--- src/rtl/pexp_pkg.sv ---
package pexp_pkg;

   localparam int BYTE_W = 8;

   typedef enum logic [2:0] {
      ST_IDLE,
      ST_ADDR,
      ST_AACK,
      ST_WDAT,
      ST_WACK,
      ST_RDAT,
      ST_RACK
   } pexp_state_e;

   typedef struct packed {
      logic start;
      logic stop;
      logic rise;
      logic fall;
   } bus_evt_t;

endpackage

--- src/rtl/pexp_line_sync.sv ---
module pexp_line_sync #(
   parameter int STAGES = 2
) (
   input  logic               clk,
   input  logic               rst_n,
   input  logic               scl_i,
   input  logic               sda_i,
   output logic               scl_s,
   output logic               sda_s,
   output pexp_pkg::bus_evt_t evt
);

   if (STAGES < 2) begin : g_bad_stages
      $error("pexp_line_sync: STAGES must be at least 2");
   end

   logic [STAGES-1:0] scl_pipe;
   logic [STAGES-1:0] sda_pipe;
   logic              scl_q;
   logic              sda_q;

   always_ff @(posedge clk or negedge rst_n) begin
      if (!rst_n) begin
         scl_pipe <= '1;
         sda_pipe <= '1;
         scl_q    <= 1'b1;
         sda_q    <= 1'b1;
      end else begin
         scl_pipe <= {scl_pipe[STAGES-2:0], scl_i};
         sda_pipe <= {sda_pipe[STAGES-2:0], sda_i};
         scl_q    <= scl_pipe[STAGES-1];
         sda_q    <= sda_pipe[STAGES-1];
      end
   end

   assign scl_s = scl_pipe[STAGES-1];
   assign sda_s = sda_pipe[STAGES-1];

   always_comb begin
      evt.rise  = scl_s & ~scl_q;
      evt.fall  = ~scl_s & scl_q;
      evt.start = scl_s & scl_q & sda_q & ~sda_s;
      evt.stop  = scl_s & scl_q & ~sda_q & sda_s;
   end

endmodule

--- src/rtl/pexp_shifter.sv ---
module pexp_shifter #(
   parameter int W = 8
) (
   input  logic         clk,
   input  logic         rst_n,
   input  logic         load,
   input  logic [W-1:0] load_val,
   input  logic         shift_en,
   input  logic         shift_in,
   output logic [W-1:0] q
);

   if (W < 2) begin : g_bad_width
      $error("pexp_shifter: W must be at least 2");
   end

   always_ff @(posedge clk or negedge rst_n) begin
      if (!rst_n)        q <= '0;
      else if (load)     q <= load_val;
      else if (shift_en) q <= {q[W-2:0], shift_in};
   end

endmodule

--- src/rtl/pexp_addr_match.sv ---
module pexp_addr_match #(
   parameter int                 SEL_W   = 3,
   parameter logic [6-SEL_W:0]   ADDR_HI = 4'b0100
) (
   input  logic [6:0]       addr7,
   input  logic [SEL_W-1:0] sel,
   output logic             hit
);

   if (SEL_W < 1 || SEL_W > 6) begin : g_bad_sel
      $error("pexp_addr_match: SEL_W must be 1 to 6");
   end

   logic [6:0] own_addr;
   assign own_addr = {ADDR_HI, sel};

   // all-zero general call is never claimed, whatever the parameters
   assign hit = (addr7 == own_addr) && (addr7 != 7'd0);

endmodule

--- src/rtl/pexp_i2c_target.sv ---
module pexp_i2c_target #(
   parameter int                 SEL_W       = 3,
   parameter logic [6-SEL_W:0]   ADDR_HI     = 4'b0100,
   parameter int                 SYNC_STAGES = 2,
   parameter logic [7:0]         RST_VAL     = 8'hFF
) (
   input  logic             clk,
   input  logic             rst_n,
   input  logic             scl_i,
   input  logic             sda_i,
   output logic             sda_oe,
   input  logic [SEL_W-1:0] addr_sel,
   input  logic [7:0]       port_in,
   output logic [7:0]       port_out,
   output logic             wr_stb,
   output logic             rd_stb
);
   import pexp_pkg::*;

   localparam int CNT_W = $clog2(BYTE_W + 1);
   localparam logic [CNT_W-1:0] FULL = CNT_W'(BYTE_W);

   if (BYTE_W != 8) begin : g_bad_byte
      $error("pexp_i2c_target: bus byte must be 8 bits");
   end

   logic        scl_s;
   logic        sda_s;
   bus_evt_t    evt;
   pexp_state_e state;
   logic [CNT_W-1:0] cnt;
   logic        ctl_ack;
   logic        addr_hit;
   logic [7:0]  sh_q;
   logic        sh_load;
   logic        sh_en;
   logic        sh_in;

   pexp_line_sync #(.STAGES(SYNC_STAGES)) u_sync (
      .clk   (clk),
      .rst_n (rst_n),
      .scl_i (scl_i),
      .sda_i (sda_i),
      .scl_s (scl_s),
      .sda_s (sda_s),
      .evt   (evt)
   );

   pexp_addr_match #(.SEL_W(SEL_W), .ADDR_HI(ADDR_HI)) u_match (
      .addr7 (sh_q[7:1]),
      .sel   (addr_sel),
      .hit   (addr_hit)
   );

   pexp_shifter #(.W(BYTE_W)) u_shift (
      .clk      (clk),
      .rst_n    (rst_n),
      .load     (sh_load),
      .load_val (port_in),
      .shift_en (sh_en),
      .shift_in (sh_in),
      .q        (sh_q)
   );

   // shift register steering: receive on SCL rise, transmit on SCL fall
   always_comb begin
      sh_load = 1'b0;
      sh_en   = 1'b0;
      sh_in   = sda_s;
      if (!evt.start && !evt.stop) begin
         unique case (state)
            ST_ADDR, ST_WDAT: sh_en = evt.rise;
            ST_AACK:          sh_load = evt.fall && sh_q[0];
            ST_RDAT: begin
               sh_en = evt.fall && (cnt != FULL);
               sh_in = 1'b0;
            end
            ST_RACK:          sh_load = evt.fall && ctl_ack;
            default: ;
         endcase
      end
   end

   always_ff @(posedge clk or negedge rst_n) begin
      if (!rst_n) begin
         state    <= ST_IDLE;
         cnt      <= '0;
         ctl_ack  <= 1'b0;
         sda_oe   <= 1'b0;
         port_out <= RST_VAL;
         wr_stb   <= 1'b0;
         rd_stb   <= 1'b0;
      end else begin
         wr_stb <= 1'b0;
         rd_stb <= 1'b0;
         if (evt.start) begin
            state  <= ST_ADDR;
            cnt    <= '0;
            sda_oe <= 1'b0;
         end else if (evt.stop) begin
            state  <= ST_IDLE;
            sda_oe <= 1'b0;
         end else begin
            unique case (state)
               ST_ADDR: begin
                  if (evt.rise) cnt <= cnt + 1'b1;
                  if (evt.fall && cnt == FULL) begin
                     if (addr_hit) begin
                        sda_oe <= 1'b1;
                        state  <= ST_AACK;
                     end else begin
                        state  <= ST_IDLE;
                     end
                  end
               end
               ST_AACK: begin
                  if (evt.fall) begin
                     cnt <= '0;
                     if (sh_q[0]) begin
                        state  <= ST_RDAT;
                        rd_stb <= 1'b1;
                        sda_oe <= ~port_in[7];
                     end else begin
                        state  <= ST_WDAT;
                        sda_oe <= 1'b0;
                     end
                  end
               end
               ST_WDAT: begin
                  if (evt.rise) cnt <= cnt + 1'b1;
                  if (evt.fall && cnt == FULL) begin
                     sda_oe <= 1'b1;
                     state  <= ST_WACK;
                  end
               end
               ST_WACK: begin
                  if (evt.fall) begin
                     sda_oe   <= 1'b0;
                     port_out <= sh_q;
                     wr_stb   <= 1'b1;
                     cnt      <= '0;
                     state    <= ST_WDAT;
                  end
               end
               ST_RDAT: begin
                  if (evt.rise) cnt <= cnt + 1'b1;
                  if (evt.fall) begin
                     if (cnt == FULL) begin
                        sda_oe <= 1'b0;
                        state  <= ST_RACK;
                     end else begin
                        sda_oe <= ~sh_q[6];
                     end
                  end
               end
               ST_RACK: begin
                  if (evt.rise) ctl_ack <= ~sda_s;
                  if (evt.fall) begin
                     if (ctl_ack) begin
                        cnt    <= '0;
                        state  <= ST_RDAT;
                        rd_stb <= 1'b1;
                        sda_oe <= ~port_in[7];
                     end else begin
                        state  <= ST_IDLE;
                     end
                  end
               end
               default: state <= ST_IDLE;
            endcase
         end
      end
   end

endmodule

--- config.mk ---
export PLATFORM = sky130hd
export DESIGN_NAME = pexp_i2c_target
export DESIGN_NICKNAME = d
export VERILOG_FILES = /design/src/rtl/pexp_pkg.sv /design/src/rtl/pexp_line_sync.sv /design/src/rtl/pexp_shifter.sv /design/src/rtl/pexp_addr_match.sv /design/src/rtl/pexp_i2c_target.sv
export SDC_FILE = /design/constraint.sdc
export NUM_CORES = 1
export LEC_CHECK = 0
export ABC_AREA = 1
export BUFFER_PORTS_ARGS = -buffer_cell sky130_fd_sc_hd__buf_4
export CAP_MARGIN = 40
export CORE_ASPECT_RATIO = 0.6
export CORE_MARGIN = 5
export CORE_UTILIZATION = 55
export DETAILED_ROUTE_END_ITERATION = 12
export PLACE_DENSITY_LB_ADDON = 0.2
export SLEW_MARGIN = 5
export SYNTH_ARGS = -nofsm -noshare
export SYNTH_HDL_FRONTEND = slang
export SYNTH_SLANG_ARGS = --single-unit
--- constraint.sdc ---
create_clock -name clk -period 1.9 [get_ports clk]
set_input_delay 0 -clock clk [delete_from_list [all_inputs] [get_ports clk]]
set_output_delay 0 -clock clk [all_outputs]
set_load 0.02 [all_outputs]
# Word level (Yosys, flattened, before mapping)
# Index checks and enable logic that the tools add are counted.
# word_totals
reg_bits	33
latch_bits	0
ramBits	0
romBits	0
input_bits	15
out_inout_bits	11
wordCells	123
mem_count	0
# op_classes
n_addsub	1
n_mul	0
div	0
n_lt_le_gt_ge	0
eq_ne	23
shift	0
muxes	52
bitwise_logic	15
n_reduce_logical	20
# ops
cell	count
4-bit inequality test (second input constant)	10
3-bit two-way mux	11
1-bit two-way mux	26
4-bit two-way mux	6
3-bit case mux with 6 select lines	1
8-bit two-way mux	2
4-bit case mux with 3 select lines	1
3-bit equality test (second input constant)	3
9-bit AND reduction	1
1-bit NOT	8
4-bit AND reduction	2
8-bit nonzero test	1
1-bit bitwise AND	7
7-bit by 6-bit equality test with 1-bit output	1
7-bit AND reduction	1
7-bit nonzero test	1
3-bit by 2-bit equality test with 1-bit output (second input constant)	2
1-bit logical AND	6
3-bit by 1-bit inequality test with 1-bit output (second input constant)	2
3-bit inequality test (second input constant)	2
1-bit case mux with 2 select lines	3
1-bit case mux with 6 select lines	1
6-bit AND reduction	1
4-bit by 1-bit adder with 4-bit output (second input constant)	1
other kinds (9)	11

# Logic depth before layout (Yosys ltp)
# Gate-level depths: netlist (run 1).
# depth
depth_word	8
ltp_mapped	11
depth_no_buf	11

# Cells and area by module
# A second synthesis (run 1) with hierarchy kept.
# unflattened
cells_unflattened	260
area_unflattened_um2	1963.1
# by_module_without_submodules
module	instances	cells_each	area_per_inst_um2	seq_area_each_um2
pexp_i2c_target	1	179	1310.0	485.5
pexp_shifter	1	44	374.1	200.2
pexp_line_sync	1	17	198.9	157.7
pexp_addr_match	1	20	80.1	0.0

# Least setup slack after synthesis (run 1)
# No wires, ideal clock.
# synth_timing
path_kind	register to register
start	register u_sync.scl_q
end	register u_shift.q[7]
setup_ps	124
arrival_ps	1315
t_required_ps	1776
slack_ps	461
path_stages_with_launch	9
path_buffers	1
period_less_slack_ps	1439
path_cell_list	dfstp_2 inv_1 nor2_2 inv_1 nor2_1 nand2_1 buf_6 nand3_1 nand3_1
# synth_via
elab_chain_len	7
elab_cells_between_ends	20
classes_between	mux (5); bitwise (8); reduce/logical (7)
# synth_lines
element	line_no	text
from (decl)	pexp_line_sync.sv:19	logic scl_q;
from (signal assigned)	pexp_line_sync.sv:31	scl_q <= scl_pipe[STAGES-1];
1-bit bitwise AND	pexp_line_sync.sv:42, pexp_line_sync.sv:43	
1-bit bitwise AND (on tied branches) (2 in a row)	pexp_line_sync.sv:42, pexp_line_sync.sv:43	
1-bit logical NOT	pexp_i2c_target.sv:70	if (!evt.start && !evt.stop) begin
1-bit logical AND	pexp_i2c_target.sv:70	
1-bit two-way mux	pexp_i2c_target.sv:70	
8-bit two-way mux or 2-bit nonzero test (tied branches)	-	
to (signal assigned)	pexp_shifter.sv:19	else if (load) q <= load_val;
to (signal assigned)	pexp_shifter.sv:20	else if (shift_en) q <= {q[W-2:0], shift_in};
to (decl)	pexp_shifter.sv:10	output logic [W-1:0] q
# Parallel ways exist; a longest one is shown, timed or not.
# A chain may end at the register's enable or synchronous reset.

# Worst setup path in the final report (run 1)
# layout_timing
start	register u_sync.scl_q
end	register u_shift.q[0]
# layout_via
elab_chain_len	8
elab_cells_between_ends	22
classes_between	mux (7); bitwise (8); reduce/logical (7)
# layout_lines
element	line_no
1-bit bitwise AND	pexp_line_sync.sv:42, pexp_line_sync.sv:43
1-bit bitwise AND (on tied branches) (2 in a row)	pexp_line_sync.sv:42, pexp_line_sync.sv:43
1-bit logical NOT	pexp_i2c_target.sv:70
1-bit logical AND	pexp_i2c_target.sv:70
1-bit two-way mux	pexp_i2c_target.sv:70
8-bit two-way mux	pexp_shifter.sv:20
8-bit two-way mux	pexp_shifter.sv:19
# Parallel ways exist; a longest one is shown, timed or not. The select of a mux whose other input is x is not followed.

==> run metrics, run 1 <==
status finished clean; met3 wire length 366 um; # setup viols final 0; relative slew slack 0.736; Final GP Congestion 1.03; maximum clock frequency 576 MHz; number of remaining DRC errors 0; Crit Path Max Fanout 12; Post-synth EDFFs 0; setup ws final 0.163 ns; DR pass1 iterations 4; dominant cells by area after synthesis dfrtp_1 28%, dfstp_2 21%, nand2_1 17%; Row Count 15; slew at the pin with the worst max-slew slack 0.396 ns; Data arrival, critical path 1.96 ns; Unique masters post-synth 26; TritonCTS Buffers 5; Place WS about 0.12 ns; Num Clock Sinks 33; Max Cap Viol 0; CP Data Required Time 2.12 ns; via/cell ratio about 5.1; CTS root buf clkbuf_8; setup TNS 0 ns; Post-synth top cells 76 x nand2_1, 28 x nand3_1, 23 x inv_1; CTS H-tree lvls 2; Flop pwr share 0.413; Int Pwr 1.75 mW; post-DP HPWL 2870 um; Layout Area Growth over Synthesis 26.1%; mapped cell area 1720 um2; Final period util 0.914; Crit path largest cell delay 0.54 ns; Antenna Cells 0; fin. max-slew vios 0; worst-skew pair later-pin latency between 0.2 and 0.3 ns; Yosys top cell by area dfrtp_1; Syn Area/Cell 7.87 um2; total gr overflow 0; Multi-input gate area 766 um2; number of buffers on the longest clock path 2; worst path bufs/invs 3; most numerous cell on the critical path nand2_1; I/O pin total 26; initial antenna violation count 0; Tot Pwr 2.81 mW; share of cells above drive strength 1 0.249; M1 WL between 1500 and 2000 um; die area about 4400 um2; wire per inst about 13 um; CP max-delay cell dfstp_2; first-pass GRT wire length 6960 um; Final Critical Period 1.74 ns; fraction of registers with async set or reset after synthesis 1.00; Setup CP Type reg2reg; DIE HEIGHT 53.4 um; Yosys warning total 0; Pwr Density 1290 nW/um2; Sequential cell area 843 um2; drt total wl just under 4000 um; Iter 0 DRT Violations 189; Starting Density 0.585; worst hold-check path type in2reg; CP Capture Type register; post-route ant nets 0; CORE AREA around 3000 um2; width of the die 82.3 um; CTS tree built; highest routed layer met4; worst-path cell chain inv_1, nor2_2, inv_1, nor2_1, nand2_2, inv_2, nand2_1, nand2_1, nand2_1, nand2_1; Final Hold Viols 0; Max IR drop VDD 949 uV; syn_nets 236; # fillers 246; share of the synthesized area in the top cell type 0.276; clock network power share 0.238; top-count cell post-synth nand2_1; combinational share of power 0.349; Final #Nets 277; Startpoint Class register; Detail Route met2 WL approximately 1600 um; DP Cell Count 285; Non-Filler Instances 303; Buffers on Ports 25; worst clock skew 0.00844 ns; Mapped Cells 219; Static Leakage approximately 1.1 nW; gr usage total 0.218; most used flip-flop cell after synthesis dfrtp_1; Net Sw Frac 0.378; Yosys reg bits 33; clk slew on worst S/H paths 0.06 ns; post-synthesis sequential area ratio 0.489; RSZ-0062 raised after global routing no; via count 1554; vias in the first global route 1456; CP top delay family simple AND/OR/NAND/NOR gates; largest net degree at the start of global routing 34; reported net switching power 1.06 mW
## power by group through the flow
stage          sequential, mW  clock, mW  combinational [mW]
3_3_place_gp             1.16          0               0.939
4_1_cts                  1.15      0.678               0.974
2_1_floorplan            1.19          0               0.593
3_5_place_dp             1.16          0               0.951
5_1_grt                  1.19      0.710                1.11
6_report                 1.16      0.670               0.983
## worst reg2reg max path: cells and delay by family, from the launching register on
kind          cells  cell delay (ns)
simple gates      7             0.74
flops             1             0.54
buf+inv           3             0.41
## cell type report
class | count | share of cell area
well taps | 42 | 0.0242
multi-input cells | 157 | 0.352
flip-flops and latches | 33 | 0.388
clock inverters | 1 | 0.0138
clock buffers | 7 | 0.0397
inverters | 27 | 0.0466
repair buffers | 36 | 0.136
## cells in the final DEF (no fill, tap or decap), drive strengths merged
cell / instances
o211ai: 1
nor2: 16
xor2: 1
buf: 26
dlygate4sd3: 10
ha: 2
dfstp: 14
o21ai: 16
inv: 27
bufinv: 1
a31o: 1
clkbuf: 7
nand4: 3
nor3: 2
a21oi: 7
dfrtp: 19
nand3: 29
nand2: 79
## kinds of logic after synthesis
| logic type | after synthesis | share of synthesized area |
|---|---|---|
| flip-flops | 33 | 0.489 |
| AND/OR/NAND/NOR | 129 | 0.334 |
| AO/OA/AOI/OAI | 25 | 0.0893 |
| XOR/XNOR | 1 | 0.00508 |
| buffers and inverters | 29 | 0.0682 |
| adder cells (fa/ha/maj) | 2 | 0.0145 |
## sequential cells by signal, summed over array words and instances (netlist names)
register and cells:
cnt 4, ctl_ack 1, port_out 8, rd_stb 1
sda_oe 1, state 3, u_shift.q 8, u_sync.scl_pipe 2
u_sync.scl_q 1, u_sync.sda_pipe 2, u_sync.sda_q 1, wr_stb 1
## final timing paths
path	slack, ns	cells past startpoint	end	startpoint
setup reg to reg	0.16	10	u_shift.q[0]	u_sync.scl_q
max in group asynchronous	1.36	2	port_out[0]	rst_n
hold reg to reg	0.36	0	u_sync.sda_pipe[1]	u_sync.sda_pipe[0]
hold / removal	0.01	5	u_shift.q[0]	port_in[0]
min in group asynchronous	0.20	2	u_shift.q[1]	rst_n
setup / recovery	0.16	10	u_shift.q[0]	u_sync.scl_q
## repair_timing
item                                    CTS  global route
setup buffers                             0             0
endpoints found under the hold margin    42             0
endpoints found under the setup margin    0             8
hold buffers                             10             0
resized for setup                         0             1
## layer usage
metal | up-vias | GRT usage
li1 | 782 | -
met1 | 693 | 0.318
met2 | 71 | 0.306
met3 | 8 | 0.0680
met4 | 0 | 0.0580
met5 | - | 0
## per-stage QoR
step,hold slack [ns],utilization,area [um2]
3_3_place_gp,-0.0460,0.664,1960
6_report,0.0132,0.738,2170
3_5_place_dp,-0.0413,0.664,1960
2_1_floorplan,-0.296,-,1720
5_1_grt,0.0520,0.738,2170
4_1_cts,0.00791,0.737,2170
No activity file was read; power rests on OpenSTA's default activity.
==> run 2: changes to the inputs <==
--- a/config.mk
+++ b/config.mk
@@ -10,7 +10,7 @@
 export CAP_MARGIN = 40
 export CORE_ASPECT_RATIO = 0.6
 export CORE_MARGIN = 5
-export CORE_UTILIZATION = 55
+export CORE_UTILIZATION = 35
 export DETAILED_ROUTE_END_ITERATION = 12
 export PLACE_DENSITY_LB_ADDON = 0.2
 export SLEW_MARGIN = 5
==> run 2 against run 1 <==
Final area is 0.86% higher. Power is 3.5% lower. Hold slack better by 0.19 ns. Sequential cell count stayed put. Worst setup slack better by 0.071 ns. Die area is 47% higher. Clock-buffer cell count stayed put. Via count is 2.6% lower. Highest routed layer unchanged.
==> run metrics, run 2 (synthesized netlist as in run 1, its figures left out) <==
status finished clean (unchanged); clk slew on worst S/H paths 0.06 ns (about the same); CP startpoint state[1] (was u_sync.scl_q); most frequent cells in the layout 76 x nand2_1, 28 x nand3_1, 26 x buf_4 (was 75 x nand2_1, 28 x nand3_1, 26 x buf_4); total gr overflow 0 (unchanged); Final Critical Period 1.67 ns (was 1.74 ns); worst clock skew 0.00508 ns (was 0.00844 ns); Max IR drop VDD 557 uV (was 949 uV); first-pass GRT wire length 6760 um (was 6960 um); Non-Filler Instances 325 (was 303); CP max-delay cell dfrtp_1 (was dfstp_2); worst-path cell chain inv_1, nand2_1, inv_2, nand2_4, a21oi_2, nand2_1, nand3_2, o21ai_0 (was inv_1, nor2_2, inv_1, nor2_1, nand2_2, inv_2, nand2_1, nand2_1, nand2_1, nand2_1); Final period util 0.877 (was 0.914); smallest hold slack 0.199 ns (was 0.0132 ns); Setup CP Type reg2reg (unchanged); R2R Setup Slk 0.23 ns (was 0.16 ns); share of cells above drive strength 1 0.248 (was 0.249); Layout Area Growth over Synthesis 27.2% (was 26.1%); Static Leakage 1.11 nW (about the same); post-route ant nets 0 (unchanged); postcts setup bufs 0 (unchanged); most common cell after layout, fill and taps aside nand2_1 (unchanged); slew at the pin with the worst max-slew slack 0.415 ns (was 0.396 ns); most numerous cell on the critical path nand2_1 (unchanged); CTS root buf clkbuf_8 (unchanged); Row Count 19 (was 15); wire per inst 12.3 um (was 13.1 um); relative slew slack 0.723 (was 0.736); Iter 0 DRT Violations 130 (was 189); Post-DP Area 1980 um2 (was 1960 um2); Crit path largest cell delay 0.46 ns (was 0.54 ns); maximum clock frequency 600 MHz (was 576 MHz); CTS H-tree lvls 2 (unchanged); worst-case reg-to-reg path depth 8 (was 10); vias in the first global route 1306 (was 1456); DP Cell Count 306 (was 285); Max Cap Viol 0 (unchanged); CP Capture Type register (unchanged); Layout Cell Area excl Fill 2190 um2 (was 2170 um2); largest net degree at the start of global routing 34 (unchanged); Final #Nets 278 (was 277); RSZ-0062 raised after global routing no (unchanged); I/O pin total 26 (unchanged); DR pass1 iterations 4 (unchanged); width of the die 101 um (was 82.3 um); number of buffers on the longest clock path 2 (unchanged); Data arrival, critical path 1.83 ns (was 1.96 ns); Final GP Congestion 0.924 (was 1.03); Critical R2R Capture cnt[0] (was u_shift.q[0]); Crit Path Max Fanout 8 (was 12); Startpoint Class register (unchanged); number of remaining DRC errors 0 (unchanged); initial antenna violation count 0 (unchanged); drt total wl 3980 um (was 3970 um); via count 1513 (was 1554); die area 6480 um2 (was 4390 um2); Starting Density 0.370 (was 0.585); DIE HEIGHT 64.4 um (was 53.4 um); Buffers on Ports 25 (unchanged); post-DP HPWL 2970 um (was 2870 um); Final Hold Viols 0 (unchanged); CORE AREA 4660 um2 (was 2950 um2); Largest regs port_out x8, u_shift.q x8, cnt x4 (unchanged); CTS tree built (unchanged); Num Clock Sinks 33 (unchanged); TritonCTS Buffers 5 (unchanged); gr usage total 0.135 (was 0.218); # fillers 482 (was 246); Pwr Density 1240 nW/um2 (was 1290 nW/um2); setup TNS 0 ns (unchanged); via/cell ratio 4.66 (was 5.13); worst-skew pair later-pin latency 0.28 ns (was 0.29 ns); Antenna Cells 0 (unchanged); worst flop-to-flop path startpoint state[1] (was u_sync.scl_q); # setup viols final 0 (unchanged); CP Data Required Time 2.07 ns (was 2.12 ns); worst hold-check path type in2async (was in2reg); fin. max-slew vios 0 (unchanged)
run 2: changes by cell type in the layout (fill, tap and decap cells not counted), sizes merged:
cell / previous run / this run
bufinv: 1 / 0
clkinv: 0 / 1
dlygate4sd3: 10 / 11
run 2: worst max-delay path by stage:
stage / slack, ns / to / cells after the start
6_report: 0.23 / cnt[0] / 8
5_1_grt: 0.01 / u_shift.q[0] / 11
2_1_floorplan: 0.46 / u_shift.q[7] / 8
3_3_place_gp: 0.26 / cnt[3] / 8
3_5_place_dp: 0.25 / u_shift.q[0] / 10
4_1_cts: 0.22 / u_shift.q[0] / 10
run 2: what timing repair did:
action | in CTS | in global routing
hold endpoints to repair | 43 | 0
gates resized for setup | 0 | 0
hold buffers | 11 | 0
run 2: critical path: cells and delay by family (launching register included):
family | cells | cell delay [ns]
buffers and inverters | 2 | 0.26
AO/OA/AOI/OAI | 2 | 0.36
flip-flops | 1 | 0.46
AND/OR/NAND/NOR | 4 | 0.47
run 2: cell type report:
type,instances,area (um2),share of cell area
clock inverters,1,5.00,0.00228
flip-flops and latches,33,843,0.384
repair buffers,37,305,0.139
clock buffers,7,96.3,0.0439
well taps,63,78.8,0.0359
inverters,27,101,0.0462
multi-input cells,157,763,0.348
run 2: layer usage:
metal / wire (um) / GRT usage / part of all wire / vias to the layer above
met3: 361 / 0.0391 / 0.091 / 6
met2: 1380 / 0.150 / 0.35 / 51
met1: 2200 / 0.234 / 0.55 / 670
met5: 0 / 0 / 0 / -
met4: 36 / 0.0353 / 0.0090 / 0
li1: - / - / - / 786
run 2: power breakdown:
group          switching [mW]  total [mW]  internal [mW]
clock network           0.250       0.577          0.327
logic                   0.600       0.977          0.378
registers               0.214        1.16          0.947
run 2: stage by stage:
stage	power [mW]	utilization	setup slack [ns]
after detailed placement	2.13	0.425	0.249
final	2.72	0.471	0.234
after global routing	2.94	0.471	0.0126
after CTS	2.74	0.471	0.224
after global placement	2.12	0.425	0.256
after floorplan	1.79	-	0.461
==> run 3: changes to the inputs <==
--- a/config.mk
+++ b/config.mk
@@ -5,13 +5,14 @@
 export SDC_FILE = /design/constraint.sdc
 export NUM_CORES = 1
 export LEC_CHECK = 0
-export ABC_AREA = 1
-export BUFFER_PORTS_ARGS = -buffer_cell sky130_fd_sc_hd__buf_4
+export ABC_AREA = 0
 export CAP_MARGIN = 40
 export CORE_ASPECT_RATIO = 0.6
 export CORE_MARGIN = 5
 export CORE_UTILIZATION = 35
+export CTS_BUF_LIST = sky130_fd_sc_hd__clkbuf_4
 export DETAILED_ROUTE_END_ITERATION = 12
+export DONT_BUFFER_PORTS = 1
 export PLACE_DENSITY_LB_ADDON = 0.2
 export SLEW_MARGIN = 5
 export SYNTH_ARGS = -nofsm -noshare
==> run 3 against run 2 <==
Die area down 1.4%. Worst setup slack got worse by 0.14 ns. Register-to-register slack worse by 0.14 ns. First-iteration DRC count shrank 36%. Utilization fell by 3.3 points. Via count fell by 15%. Sequential cell count unchanged. Highest routed layer unchanged. Synthesized cell count is 34% lower. Routed wire length is 6.5% higher. Combinational power is 83% lower. Final area shrank 7.5%. Power fell by 51%.
==> run metrics, run 3 <==
status finished clean (unchanged); Data arrival, critical path 2.07 ns (was 1.83 ns); post-synthesis sequential area ratio 0.497 (was 0.489); most used flip-flop cell after synthesis dfrtp_1 (unchanged); Mapped Cells 145 (was 219); syn_nets 162 (was 236); CP top delay family compound AO/OA/AOI/OAI gates (was simple AND/OR/NAND/NOR gates); Yosys top cell by area dfrtp_1 (unchanged); Final period util 0.951 (was 0.877); worst clock skew 0.0168 ns (was 0.00508 ns); TritonCTS Buffers 5 (unchanged); number of buffers on the longest clock path 2 (unchanged); CTS H-tree lvls 2 (unchanged); Static Leakage 0.863 nW (was 1.11 nW); highest routed layer met4 (unchanged); most frequent cells in the layout 19 x dfrtp_1, 14 x dfstp_2, 13 x buf_4 (was 76 x nand2_1, 28 x nand3_1, 26 x buf_4); Final GP Congestion 0.828 (was 0.924); Layout Area Growth over Synthesis 19.5% (was 27.2%); Crit path largest cell delay 0.48 ns (was 0.46 ns); combinational share of power 0.123 (was 0.360); Syn Area/Cell 11.7 um2 (was 7.87 um2); most common cell after layout, fill and taps aside dfrtp_1 (was nand2_1); first-pass GRT wire length 6950 um (was 6760 um); top-count cell post-synth dfrtp_1 (was nand2_1); # setup viols final 0 (unchanged); CORE AREA 4640 um2 (was 4660 um2); dominant cells by area after synthesis dfrtp_1 28%, dfstp_2 22%, mux2_2 4.0% (was dfrtp_1 28%, dfstp_2 21%, nand2_1 17%); reported net switching power 0.346 mW (was 1.06 mW); relative slew slack 0.727 (was 0.723); fin. max-slew vios 0 (unchanged); maximum clock frequency 553 MHz (was 600 MHz); share of the synthesized area in the top cell type 0.280 (was 0.276); Crit Path Max Fanout 7 (was 8); Buffers on Ports 0 (was 25); Tot Pwr 1.32 mW (was 2.72 mW); drt total wl 4240 um (was 3980 um); mapped cell area 1700 um2 (was 1720 um2); vias in the first global route 1273 (was 1306); Row Count 19 (unchanged); via/cell ratio 5.48 (was 4.66); Detail Route met2 WL 1620 um (was 1380 um); Int Pwr 0.975 mW (was 1.65 mW); Final Critical Period 1.81 ns (was 1.67 ns); Max Cap Viol 0 (unchanged); wire per inst 18.1 um (was 12.3 um); DR pass1 iterations 4 (unchanged); worst hold-check path type in2reg (was in2async); Yosys reg bits 33 (unchanged); clk slew on worst S/H paths 0.09 ns (was 0.06 ns); RSZ-0062 raised after global routing no (unchanged); Yosys warning total 0 (unchanged); total gr overflow 0 (unchanged); Setup CP Type reg2reg (unchanged); smallest hold slack 0.0560 ns (was 0.199 ns); clock network power share 0.286 (was 0.213); slew at the pin with the worst max-slew slack 0.410 ns (was 0.415 ns); CTS tree built (unchanged); met3 wire length 395 um (was 361 um); largest net degree at the start of global routing 34 (unchanged); initial antenna violation count 0 (unchanged); Iter 0 DRT Violations 83 (was 130); Num Clock Sinks 33 (unchanged); worst-skew pair later-pin latency 0.34 ns (was 0.28 ns); CTS root buf clkbuf_4 (was clkbuf_8); gr usage total 0.143 (was 0.135); via count 1283 (was 1513); width of the die 99.9 um (was 101 um); worst-path cell chain buf_4, nor2_1, o41ai_2, a21oi_1, mux2i_1 (was inv_1, nand2_1, inv_2, nand2_4, a21oi_2, nand2_1, nand3_2, o21ai_0); post-DP HPWL 3130 um (was 2970 um); CP Capture Type register (unchanged); Max IR drop VDD 403 uV (was 557 uV); Largest regs port_out x8, u_shift.q x8, cnt x4 (unchanged); fraction of registers with async set or reset after synthesis 1.00 (unchanged); I/O pin total 26 (unchanged); CP Data Required Time 2.16 ns (was 2.07 ns); Starting Density 0.366 (was 0.370); Post-synth EDFFs 0 (unchanged); Antenna Cells 0 (unchanged); # fillers 436 (was 482); die area 6390 um2 (was 6480 um2); share of cells above drive strength 1 0.292 (was 0.248); Final #Nets 188 (was 278); Startpoint Class register (unchanged); Unique masters post-synth 51 (was 26); Pwr Density 651 nW/um2 (was 1240 nW/um2); M1 WL 2180 um (was 2200 um); Net Sw Frac 0.262 (was 0.392); setup TNS 0 ns (unchanged); Flop pwr share 0.591 (was 0.428); number of remaining DRC errors 0 (unchanged); DIE HEIGHT 63.9 um (was 64.4 um); CP max-delay cell dfrtp_1 (unchanged); post-route ant nets 0 (unchanged); worst path bufs/invs 1 (was 2); Final Hold Viols 0 (unchanged); Post-synth top cells 19 x dfrtp_1, 14 x dfstp_2, 10 x nand2_1 (was 76 x nand2_1, 28 x nand3_1, 23 x inv_1)
[run 3: cell families after synthesis]
group / Yosys count / synth area share
AND/OR/NAND/NOR: 48 / 0.171
AO/OA/AOI/OAI: 35 / 0.188
flip-flops: 33 / 0.497
multiplexers: 13 / 0.0841
buffers and inverters: 10 / 0.0243
XOR/XNOR: 4 / 0.0207
adder cells (fa/ha/maj): 2 / 0.0147
[run 3: final timing paths]
| kind | from | end | slack [ns] | depth (start not counted) |
|---|---|---|---|---|
| setup / recovery | state[2] | cnt[1] | 0.09 | 5 |
| hold / removal | port_in[7] | sda_oe | 0.06 | 3 |
| setup reg to reg | state[2] | cnt[1] | 0.09 | 5 |
| hold reg to reg | u_sync.scl_pipe[0] | u_sync.scl_pipe[1] | 0.36 | 0 |
| max in group asynchronous | rst_n | u_sync.sda_q | 1.53 | 2 |
| min in group asynchronous | rst_n | rd_stb | 0.11 | 2 |
[run 3: layout make-up]
class,count,area [um2],share of cell area
timing repair buffer,25,228,0.112
clock buffer,6,45.0,0.0222
tap,63,78.8,0.0389
clock inverter,1,5.00,0.00247
multi-input combinational,102,813,0.401
inverter,4,15.0,0.00740
sequential,33,843,0.416
[run 3: through the flow]
| step | cells | utilization | instance area (um2) | setup WS [ns] |
|---|---|---|---|---|
| floorplan | 145 | - | 1700 | 0.212 |
| global placement | 213 | 0.395 | 1830 | 0.113 |
| detailed placement | 213 | 0.395 | 1830 | 0.0147 |
| CTS | 232 | 0.434 | 2010 | 0.0900 |
| global route | 234 | 0.438 | 2030 | 0.00416 |
| finish | 234 | 0.438 | 2030 | 0.0926 |
[run 3: worst min-delay path, stage by stage]
cell	delay, ns
o21ai_0	0.07
a22oi_1	0.19
mux2i_1	0.10
[run 3: power by group through the flow]
stage | sequential [mW] | combinational, mW | clock [mW]
floorplan | 0.781 | 0.0783 | 0
global placement | 0.791 | 0.114 | 0
detailed placement | 0.793 | 0.115 | 0
CTS | 0.780 | 0.154 | 0.394
global route | 0.785 | 0.179 | 0.427
finish | 0.781 | 0.162 | 0.378
[run 3: metal layers]
metal	vias to the layer above	GRT usage
met5	-	0
met4	0	0.0647
met2	51	0.174
li1	608	-
met1	619	0.216
met3	5	0.0533
[run 3: timing repair]
item	4_1_cts	5_1_grt
gates resized for setup	1	0
hold buffers	12	0
hold endpoints to repair	43	0
setup buffers	0	2
setup endpoints to repair	2	3
